[config.mk]
export PLATFORM = sky130hd
export DESIGN_NAME = adcg_top
export DESIGN_NICKNAME = d
export VERILOG_FILES = /design/src/rtl/adcg_pkg.sv /design/src/rtl/adcg_rst_sync.sv /design/src/rtl/adcg_regs.sv /design/src/rtl/adcg_timing.sv /design/src/rtl/adcg_accum.sv /design/src/rtl/adcg_top.sv
export SDC_FILE = /design/constraint.sdc
export NUM_CORES = 1
export LEC_CHECK = 0
export ABC_AREA = 1
export BUFFER_PORTS_ARGS = -buffer_cell sky130_fd_sc_hd__buf_2
export CELL_PAD_IN_SITES_DETAIL_PLACEMENT = 1
export CELL_PAD_IN_SITES_GLOBAL_PLACEMENT = 1
export CORE_UTILIZATION = 40
export CTS_BUF_LIST = sky130_fd_sc_hd__clkbuf_16
export DETAILED_ROUTE_END_ITERATION = 10
export PLACE_DENSITY_LB_ADDON = 0.25
export RECOVER_POWER = 50
export SETUP_SLACK_MARGIN = 0.15
export SYNTH_ARGS = -nofsm -noshare
export SYNTH_HDL_FRONTEND = slang
export SYNTH_SLANG_ARGS = --single-unit
[constraint.sdc]
create_clock -name clk -period 7.8 [get_ports clk]
set_clock_uncertainty 0.05 [all_clocks]
set_input_delay 0.39 -clock clk [delete_from_list [all_inputs] [get_ports clk]]
set_output_delay 0.39 -clock clk [all_outputs]
set_load 0.02 [all_outputs]
[src/rtl/adcg_pkg.sv]
package adcg_pkg;
  localparam int REG_W = 8;

  typedef enum logic [1:0] {
    A_CTLA  = 2'd0,
    A_CTLB  = 2'd1,
    A_RESLO = 2'd2,
    A_RESHI = 2'd3
  } adcg_addr_e;

  // control word A fields
  localparam int A_CAP_LSB  = 0;
  localparam int A_GATE_LSB = 3;
  // control word B fields
  localparam int B_FALL     = 6;
endpackage

[src/rtl/adcg_rst_sync.sv]
module adcg_rst_sync (
  input  logic clk,
  input  logic rst_n,
  output logic rst_n_sync
);
  logic [1:0] stg_q, stg_d;

  always_comb stg_d = {stg_q[0], 1'b1};

  always_ff @(posedge clk or negedge rst_n) begin
    if (!rst_n) stg_q <= 2'b00;
    else        stg_q <= stg_d;
  end

  assign rst_n_sync = stg_q[1];
endmodule

[src/rtl/adcg_regs.sv]
module adcg_regs
  import adcg_pkg::*;
#(
  parameter int RES_W = 16
) (
  input  logic             clk,
  input  logic             rst_n,
  input  logic             wr,
  input  logic             rd,
  input  logic [1:0]       addr,
  input  logic [REG_W-1:0] wdata,
  input  logic [RES_W-1:0] result,
  output logic [REG_W-1:0] rdata,
  output logic [REG_W-1:0] ctla,
  output logic [6:0]       ctlb,
  output logic             rd_clr
);
  logic [REG_W-1:0] ctla_d;
  logic [6:0]       ctlb_d;
  logic             wr_a, wr_b;
  logic [15:0]      res16;

  assign res16 = 16'(result);
  assign wr_a  = wr && (addr == A_CTLA);
  assign wr_b  = wr && (addr == A_CTLB);
  assign rd_clr = rd && (addr == A_RESLO);

  always_comb begin
    ctla_d = ctla;
    ctlb_d = ctlb;
    if (wr_a) ctla_d = wdata;
    if (wr_b) ctlb_d = wdata[6:0];
  end

  always_ff @(posedge clk or negedge rst_n) begin
    if (!rst_n) begin
      ctla <= '0;
      ctlb <= '0;
    end else begin
      ctla <= ctla_d;
      ctlb <= ctlb_d;
    end
  end

  always_comb begin
    unique case (addr)
      A_CTLA:  rdata = ctla;
      A_CTLB:  rdata = {1'b0, ctlb};
      A_RESLO: rdata = res16[7:0];
      default: rdata = res16[15:8];
    endcase
  end

  // a write to A lands on the next edge
  a_r2_write_a: assert property (@(posedge clk) disable iff (!rst_n)
    wr_a |=> ctla == $past(wdata));
endmodule

[src/rtl/adcg_timing.sv]
module adcg_timing #(
  parameter int NUM_SRC = 16,
  parameter int NUM_CAP = 12,
  parameter int RATE_W  = 8,
  localparam int IDX_W  = $clog2(NUM_SRC)
) (
  input  logic              clk,
  input  logic              rst_n,
  input  logic [NUM_SRC-1:0] src,
  input  logic [IDX_W-1:0]  gate_idx,
  input  logic [IDX_W-1:0]  cap_idx,
  input  logic              fall_edge,
  input  logic [RATE_W-1:0] dec_rate,
  output logic              gate_open,
  output logic              cap_stb
);
  localparam logic [IDX_W-1:0] CAP_LIM = IDX_W'(NUM_CAP);

  logic [NUM_SRC-1:0] s1_q, s2_q, s1_d, s2_d;
  logic               prev_q, prev_d;
  logic               tsel, tedge, rate_hit;
  logic [RATE_W-1:0]  cnt_q, cnt_d;

  // two-stage synchronizer, one flop pair per source
  always_comb begin
    s1_d = src;
    s2_d = s1_q;
  end

  always_ff @(posedge clk or negedge rst_n) begin
    if (!rst_n) begin
      s1_q <= '0;
      s2_q <= '0;
    end else begin
      s1_q <= s1_d;
      s2_q <= s2_d;
    end
  end

  assign gate_open = s2_q[gate_idx];

  // capture timer select; upper indices reach no source
  always_comb begin
    tsel = 1'b0;
    if (cap_idx < CAP_LIM) tsel = s2_q[cap_idx];
  end

  assign prev_d = tsel;
  assign tedge  = fall_edge ? (prev_q & ~tsel) : (~prev_q & tsel);

  always_ff @(posedge clk or negedge rst_n) begin
    if (!rst_n) prev_q <= 1'b0;
    else        prev_q <= prev_d;
  end

  // decimation rate counter
  assign rate_hit = (dec_rate != '0) && (cnt_q >= RATE_W'(dec_rate - 1'b1));

  always_comb begin
    if (dec_rate == '0) cnt_d = '0;
    else if (rate_hit)  cnt_d = '0;
    else                cnt_d = cnt_q + 1'b1;
  end

  always_ff @(posedge clk or negedge rst_n) begin
    if (!rst_n) cnt_q <= '0;
    else        cnt_q <= cnt_d;
  end

  assign cap_stb = (dec_rate != '0) ? rate_hit : tedge;

  // counter stays inside the programmed period
  a_r8_rate_bound: assert property (@(posedge clk) disable iff (!rst_n)
    (dec_rate != '0 && $past(dec_rate) == dec_rate) |-> cnt_q < dec_rate);

  // no strobe from an index that reaches no source
  a_r5_no_source: assert property (@(posedge clk) disable iff (!rst_n)
    (dec_rate == '0 && cap_idx >= CAP_LIM && $past(cap_idx) >= CAP_LIM) |-> !cap_stb);

  // a rising-mode strobe sees the timer high, a falling-mode one sees it low
  a_r6_polarity: assert property (@(posedge clk) disable iff (!rst_n)
    (dec_rate == '0 && cap_stb) |-> (tsel == !fall_edge));
endmodule

[src/rtl/adcg_accum.sv]
module adcg_accum #(
  parameter int NCOL  = 6,
  parameter int ACC_W = 16
) (
  input  logic             clk,
  input  logic             rst_n,
  input  logic [NCOL-1:0]  col_en,
  input  logic [NCOL-1:0]  cmp,
  input  logic             gate_open,
  input  logic             cap_stb,
  input  logic             rd_clr,
  output logic [ACC_W-1:0] result,
  output logic             valid
);
  localparam logic [ACC_W-1:0] ACC_MAX = '1;

  logic [NCOL-1:0]  pick;
  logic             bit_sel, inc;
  logic [ACC_W-1:0] acc_q, acc_d, sum, res_d;
  logic             valid_d;

  // lowest enabled column wins
  always_comb begin
    pick = '0;
    for (int i = NCOL - 1; i >= 0; i--) begin
      if (col_en[i]) begin
        pick    = '0;
        pick[i] = 1'b1;
      end
    end
  end

  assign bit_sel = |(pick & cmp);
  assign inc     = gate_open & bit_sel;

  always_comb begin
    sum = acc_q;
    if (inc && acc_q != ACC_MAX) sum = acc_q + 1'b1;
  end

  always_comb begin
    acc_d   = sum;
    res_d   = result;
    valid_d = valid;
    if (rd_clr) valid_d = 1'b0;
    if (cap_stb) begin
      acc_d   = '0;
      res_d   = sum;
      valid_d = 1'b1;
    end
  end

  always_ff @(posedge clk or negedge rst_n) begin
    if (!rst_n) begin
      acc_q  <= '0;
      result <= '0;
      valid  <= 1'b0;
    end else begin
      acc_q  <= acc_d;
      result <= res_d;
      valid  <= valid_d;
    end
  end

  // at most one column feeds the count
  a_r4_one_col: assert property (@(posedge clk) disable iff (!rst_n)
    $onehot0(pick));

  // a full count holds until captured
  a_r9_no_wrap: assert property (@(posedge clk) disable iff (!rst_n)
    (acc_q == ACC_MAX && !cap_stb) |=> acc_q == ACC_MAX);

  // a closed gate freezes the count
  a_r3_gate_closed: assert property (@(posedge clk) disable iff (!rst_n)
    (!gate_open && !cap_stb) |=> acc_q == $past(acc_q));

  // every capture raises the flag
  a_r10_flag_set: assert property (@(posedge clk) disable iff (!rst_n)
    cap_stb |=> valid);
endmodule

[src/rtl/adcg_top.sv]
module adcg_top
  import adcg_pkg::*;
#(
  parameter int NUM_SRC = 16,
  parameter int NUM_CAP = 12,
  parameter int ACC_W   = 16,
  parameter int RATE_W  = 8
) (
  input  logic               clk,
  input  logic               rst_n,
  input  logic               bus_wr,
  input  logic               bus_rd,
  input  logic [1:0]         bus_addr,
  input  logic [REG_W-1:0]   bus_wdata,
  output logic [REG_W-1:0]   bus_rdata,
  input  logic [NUM_SRC-1:0] blk_src,
  input  logic [3:0]         cmp_std,
  input  logic [1:0]         cmp_e,
  input  logic [RATE_W-1:0]  dec_rate,
  output logic [ACC_W-1:0]   result,
  output logic               result_valid
);
  localparam int IDX_W = $clog2(NUM_SRC);
  localparam int NCOL  = 6;

  logic             rst_i;
  logic [REG_W-1:0] ctla;
  logic [6:0]       ctlb;
  logic             rd_clr, gate_open, cap_stb;
  logic [IDX_W-1:0] gate_idx, cap_idx;
  logic [NCOL-1:0]  col_en, cmp_all;

  adcg_rst_sync u_rst (
    .clk        (clk),
    .rst_n      (rst_n),
    .rst_n_sync (rst_i)
  );

  adcg_regs #(.RES_W(ACC_W)) u_regs (
    .clk    (clk),
    .rst_n  (rst_i),
    .wr     (bus_wr),
    .rd     (bus_rd),
    .addr   (bus_addr),
    .wdata  (bus_wdata),
    .result (result),
    .rdata  (bus_rdata),
    .ctla   (ctla),
    .ctlb   (ctlb),
    .rd_clr (rd_clr)
  );

  assign gate_idx = IDX_W'({ctlb[5:3], ctla[A_GATE_LSB]});
  assign cap_idx  = IDX_W'({ctlb[2:0], ctla[A_CAP_LSB]});
  assign col_en   = {ctla[2], ctla[1], ctla[7], ctla[6], ctla[5], ctla[4]};
  assign cmp_all  = {cmp_e, cmp_std};

  adcg_timing #(
    .NUM_SRC (NUM_SRC),
    .NUM_CAP (NUM_CAP),
    .RATE_W  (RATE_W)
  ) u_timing (
    .clk       (clk),
    .rst_n     (rst_i),
    .src       (blk_src),
    .gate_idx  (gate_idx),
    .cap_idx   (cap_idx),
    .fall_edge (ctlb[B_FALL]),
    .dec_rate  (dec_rate),
    .gate_open (gate_open),
    .cap_stb   (cap_stb)
  );

  adcg_accum #(
    .NCOL  (NCOL),
    .ACC_W (ACC_W)
  ) u_accum (
    .clk       (clk),
    .rst_n     (rst_i),
    .col_en    (col_en),
    .cmp       (cmp_all),
    .gate_open (gate_open),
    .cap_stb   (cap_stb),
    .rd_clr    (rd_clr),
    .result    (result),
    .valid     (result_valid)
  );
endmodule

==> impl_metrics.py <==
metrics = {
    "run_status": {
        "status": "complete, but fails checks",
        "violations": "max-capacitance violations, max-slew violations",
    },
    "power_and_ir_drop": {
        "pwr-share-seq": 0.441,
        "sw_frac_of_total": 0.368,
        "peakVddDrop_mv": 0.129,
        "combPwrFrac": 0.251,
        "p_per_area_nw_per_um2": 262,
        "p_leak_nw": 2.84,
        "p_int_w": 0.000877,
        "total_power_w": 0.00139,
        "p_clk_frac": 0.308,
        "p_sw_w": 0.000511,
    },
    "floorplanning": {
        "start_util": 0.418,
        "die_y_um": 109,
        "core_area_um2": 11000,
        "dieArea_um2": 11900,
        "rows": 38,
        "ios": 69,
        "die-width_um": 109,
    },
    "clock_network": {
        "cts_tree": "built",
        "clkLatencyLatePin_ns": 0.34,
        "cts.sinks": 91,
        "htreeDepth": 3,
        "numCtsBuffers": 9,
        "clk_pin_slew_worst_paths_ns": 0.07,
        "ctsResizeCount": 0,
        "root_buffer": "clkbuf_16",
        "clockBufferDepth": 2,
    },
    "synthesis": {
        "synth_adder_area_share": 0.0299,
        "synth_common_cells": "204 x nand2_1, 91 x dfrtp_1, 64 x inv_1",
        "yosysMostFrequentCell": "nand2_1",
        "yosysSeqAreaShare": 0.494,
        "async_flop_share": 1.00,
        "netlist_area_um2": 4610,
        "muxShareOfSynthArea": 0.00244,
        "ys_types": 35,
        "yosys_warnings": 0,
        "synth_compound_area_frac": 0.0440,
        "synth_largest_area_cell": "dfrtp_1",
        "synth_top_area_frac": 0.494,
        "synthCells": 554,
        "synth_xor_area_frac": 0.0437,
        "synth_seq_cells": 91,
        "syn_avg_cell_area_um2": 8.31,
        "ys.flop_type": "dfrtp_1",
        "synth_top_family_by_area": "simple AND/OR/NAND/NOR gates",
        "synth_fp_nets": 609,
        "synth_enable_flop_cells": 0,
        "yosys-top-cells-area": "dfrtp_1 49%, nand2_1 17%, inv_1 5.2%",
        "synthSimpleGateAreaFrac": 0.310,
    },
    "detailed_routing": {
        "routedWlPerCell_um": 15.4,
        "drt_iter0_markers": 155,
        "drc": 0,
        "viasPerCell": 5.02,
        "routed-via-count": 3850,
        "dr.pass1.iters": 4,
        "wl_um": 11800,
        "antenna_left": 0,
    },
    "finish": {
        "fin_area_um2": 5310,
        "fin_util": 0.481,
        "drive_gt1_frac": 0.150,
        "fin_nets": 677,
        "syn2layout_area_growth_pct": 15.2,
        "diodes": 0,
    },
    "global_route": {
        "grt_max_degree": 90,
        "grt.total_usage": 0.221,
        "overflow": 0,
        "grt_pass1_vias": 4112,
        "antenna_found_initial": 0,
        "grt_pass1_wl_um": 20000,
    },
    "setup_path": {
        "startpoint_type": "flip-flop",
        "cp_max_fo": 89,
        "required_ns": 7.40,
        "worstPathArrival_ns": 3.12,
        "path_class": "flip-flop to asynchronous set/reset pin",
        "end_kind": "asynchronous set/reset pin",
    },
    "sta": {
        "layout_min_cycle_time_ns": 3.52,
        "period_share": 0.451,
        "hold_viol": 0,
        "slew_headroom": -1.33,
        "max_freq_mhz": 284,
        "finalSetupViolCount": 0,
        "worstMarginPinSlew_ns": 3.50,
        "rsz0062_at_grt": "no",
        "tns_ns": 0,
        "slew_viol_final": 90,
    },
    "place": {
        "routabilityCongestion": 0.833,
        "port_buffers": 68,
        "place_area_um2": 5030,
        "dp_hpwl_um": 8960,
    },
    "hold_path": {
        "min_path_type": "primary input to flip-flop",
    },
    "job": {
        "max_cap_viol_count": 1,
    },
}
power by group through the flow:
stage	clock network [W]	registers [W]	logic [W]
finish	0.000428	0.000612	0.000348
global route	0.000459	0.000624	0.000398
CTS	0.000440	0.000614	0.000359
detailed placement	0	0.000622	0.000355
global placement	0	0.000618	0.000341
floorplan	0	0.000604	0.000269
cells in the final DEF (no fill, tap or decap), drive strengths merged:
master	count
nand2	208
dfrtp	91
inv	70
nand3	54
buf	48
nor2	37
clkbuf	29
xor2	19
o21ai	15
ha	11
nand4	9
o2111ai	6
a21oi	6
nor3	4
xnor2	4
nand3b	3
clkinvlp	2
clkinv	2
o31ai	1
a221oi	1
a21o	1
o21a	1
and2	1
a31oi	1
mux2	1
dlygate4sd3	1
conb	1
worst paths after layout:
| kind | slack, ns | start | endpoint | depth (start not counted) |
|---|---|---|---|---|
| hold / removal | 0.1 | blk_src[10] | u_timing.s1_q[10] | 1 |
| setup reg to reg | 4.28 | u_rst.stg_q[1] | u_timing.cnt_q[1] | 0 |
| min in group asynchronous | 0.31 | rst_n | u_rst.stg_q[0] | 2 |
| setup / recovery | 4.28 | u_rst.stg_q[1] | u_timing.cnt_q[1] | 0 |
| hold reg to reg | 0.30 | u_timing.s1_q[4] | u_timing.s2_q[4] | 0 |
| max in group clk | 4.91 | dec_rate[2] | u_accum.result[12] | 12 |
cells by family (layout without fill, tap and decap cells):
group                      Yosys count  count (layout)
muxes                                1               1
xor gates and xnor gates            23              23
AOI/OAI and AO/OA                   32              32
and+or+nand+nor                    316             316
DFF                                 91              91
buffers and inverters               79             152
adders and majority gates           11              11
other                                1               1
area by class of cell:
| class | instances | area, um^2 |
|---|---|---|
| clock inverters | 7 | 70.1 |
| fillers | 1377 | 5720 |
| clock buffers | 9 | 225 |
| inverters | 67 | 251 |
| well taps | 140 | 175 |
| flip-flops and latches | 91 | 2280 |
| multi-input cells | 384 | 1980 |
| repair buffers | 69 | 325 |
flip-flops by register name, summed over array words and instances (netlist names):
| name | flops |
|---|---|
| u_accum.result | 16 |
| u_timing.cnt_q | 8 |
| u_timing.s2_q | 16 |
| u_timing.prev_q | 1 |
| u_accum.acc_q | 16 |
| u_timing.s1_q | 16 |
| u_regs.ctlb | 7 |
| u_regs.ctla | 8 |
| u_accum.valid | 1 |
| u_rst.stg_q | 2 |
timing repair:
item	4_1_cts	5_1_grt
hold buffers	1	0
setup buffers	0	0
hold endpoints to repair	2	0
routing by layer:
| metal | track usage | share of wire | vias up |
|---|---|---|---|
| met3 | 0.0385 | 0.043 | 12 |
| met1 | 0.292 | 0.48 | 1876 |
| met2 | 0.369 | 0.47 | 88 |
| met5 | 0 | 0 | - |
| li1 | - | - | 1874 |
| met4 | 0.0676 | 0.014 | 0 |
metrics by stage:
stage | setup WS [ns] | std cells | hold slack (ns)
after floorplan | 5.03 | 554 | 0.0444
after global placement | 4.66 | 750 | 0.126
after detailed placement | 4.52 | 750 | 0.129
after CTS | 4.89 | 767 | 0.0834
after global routing | 3.59 | 767 | 0.0849
final | 4.28 | 767 | 0.0971
Power figures use the tool's default switching activity.
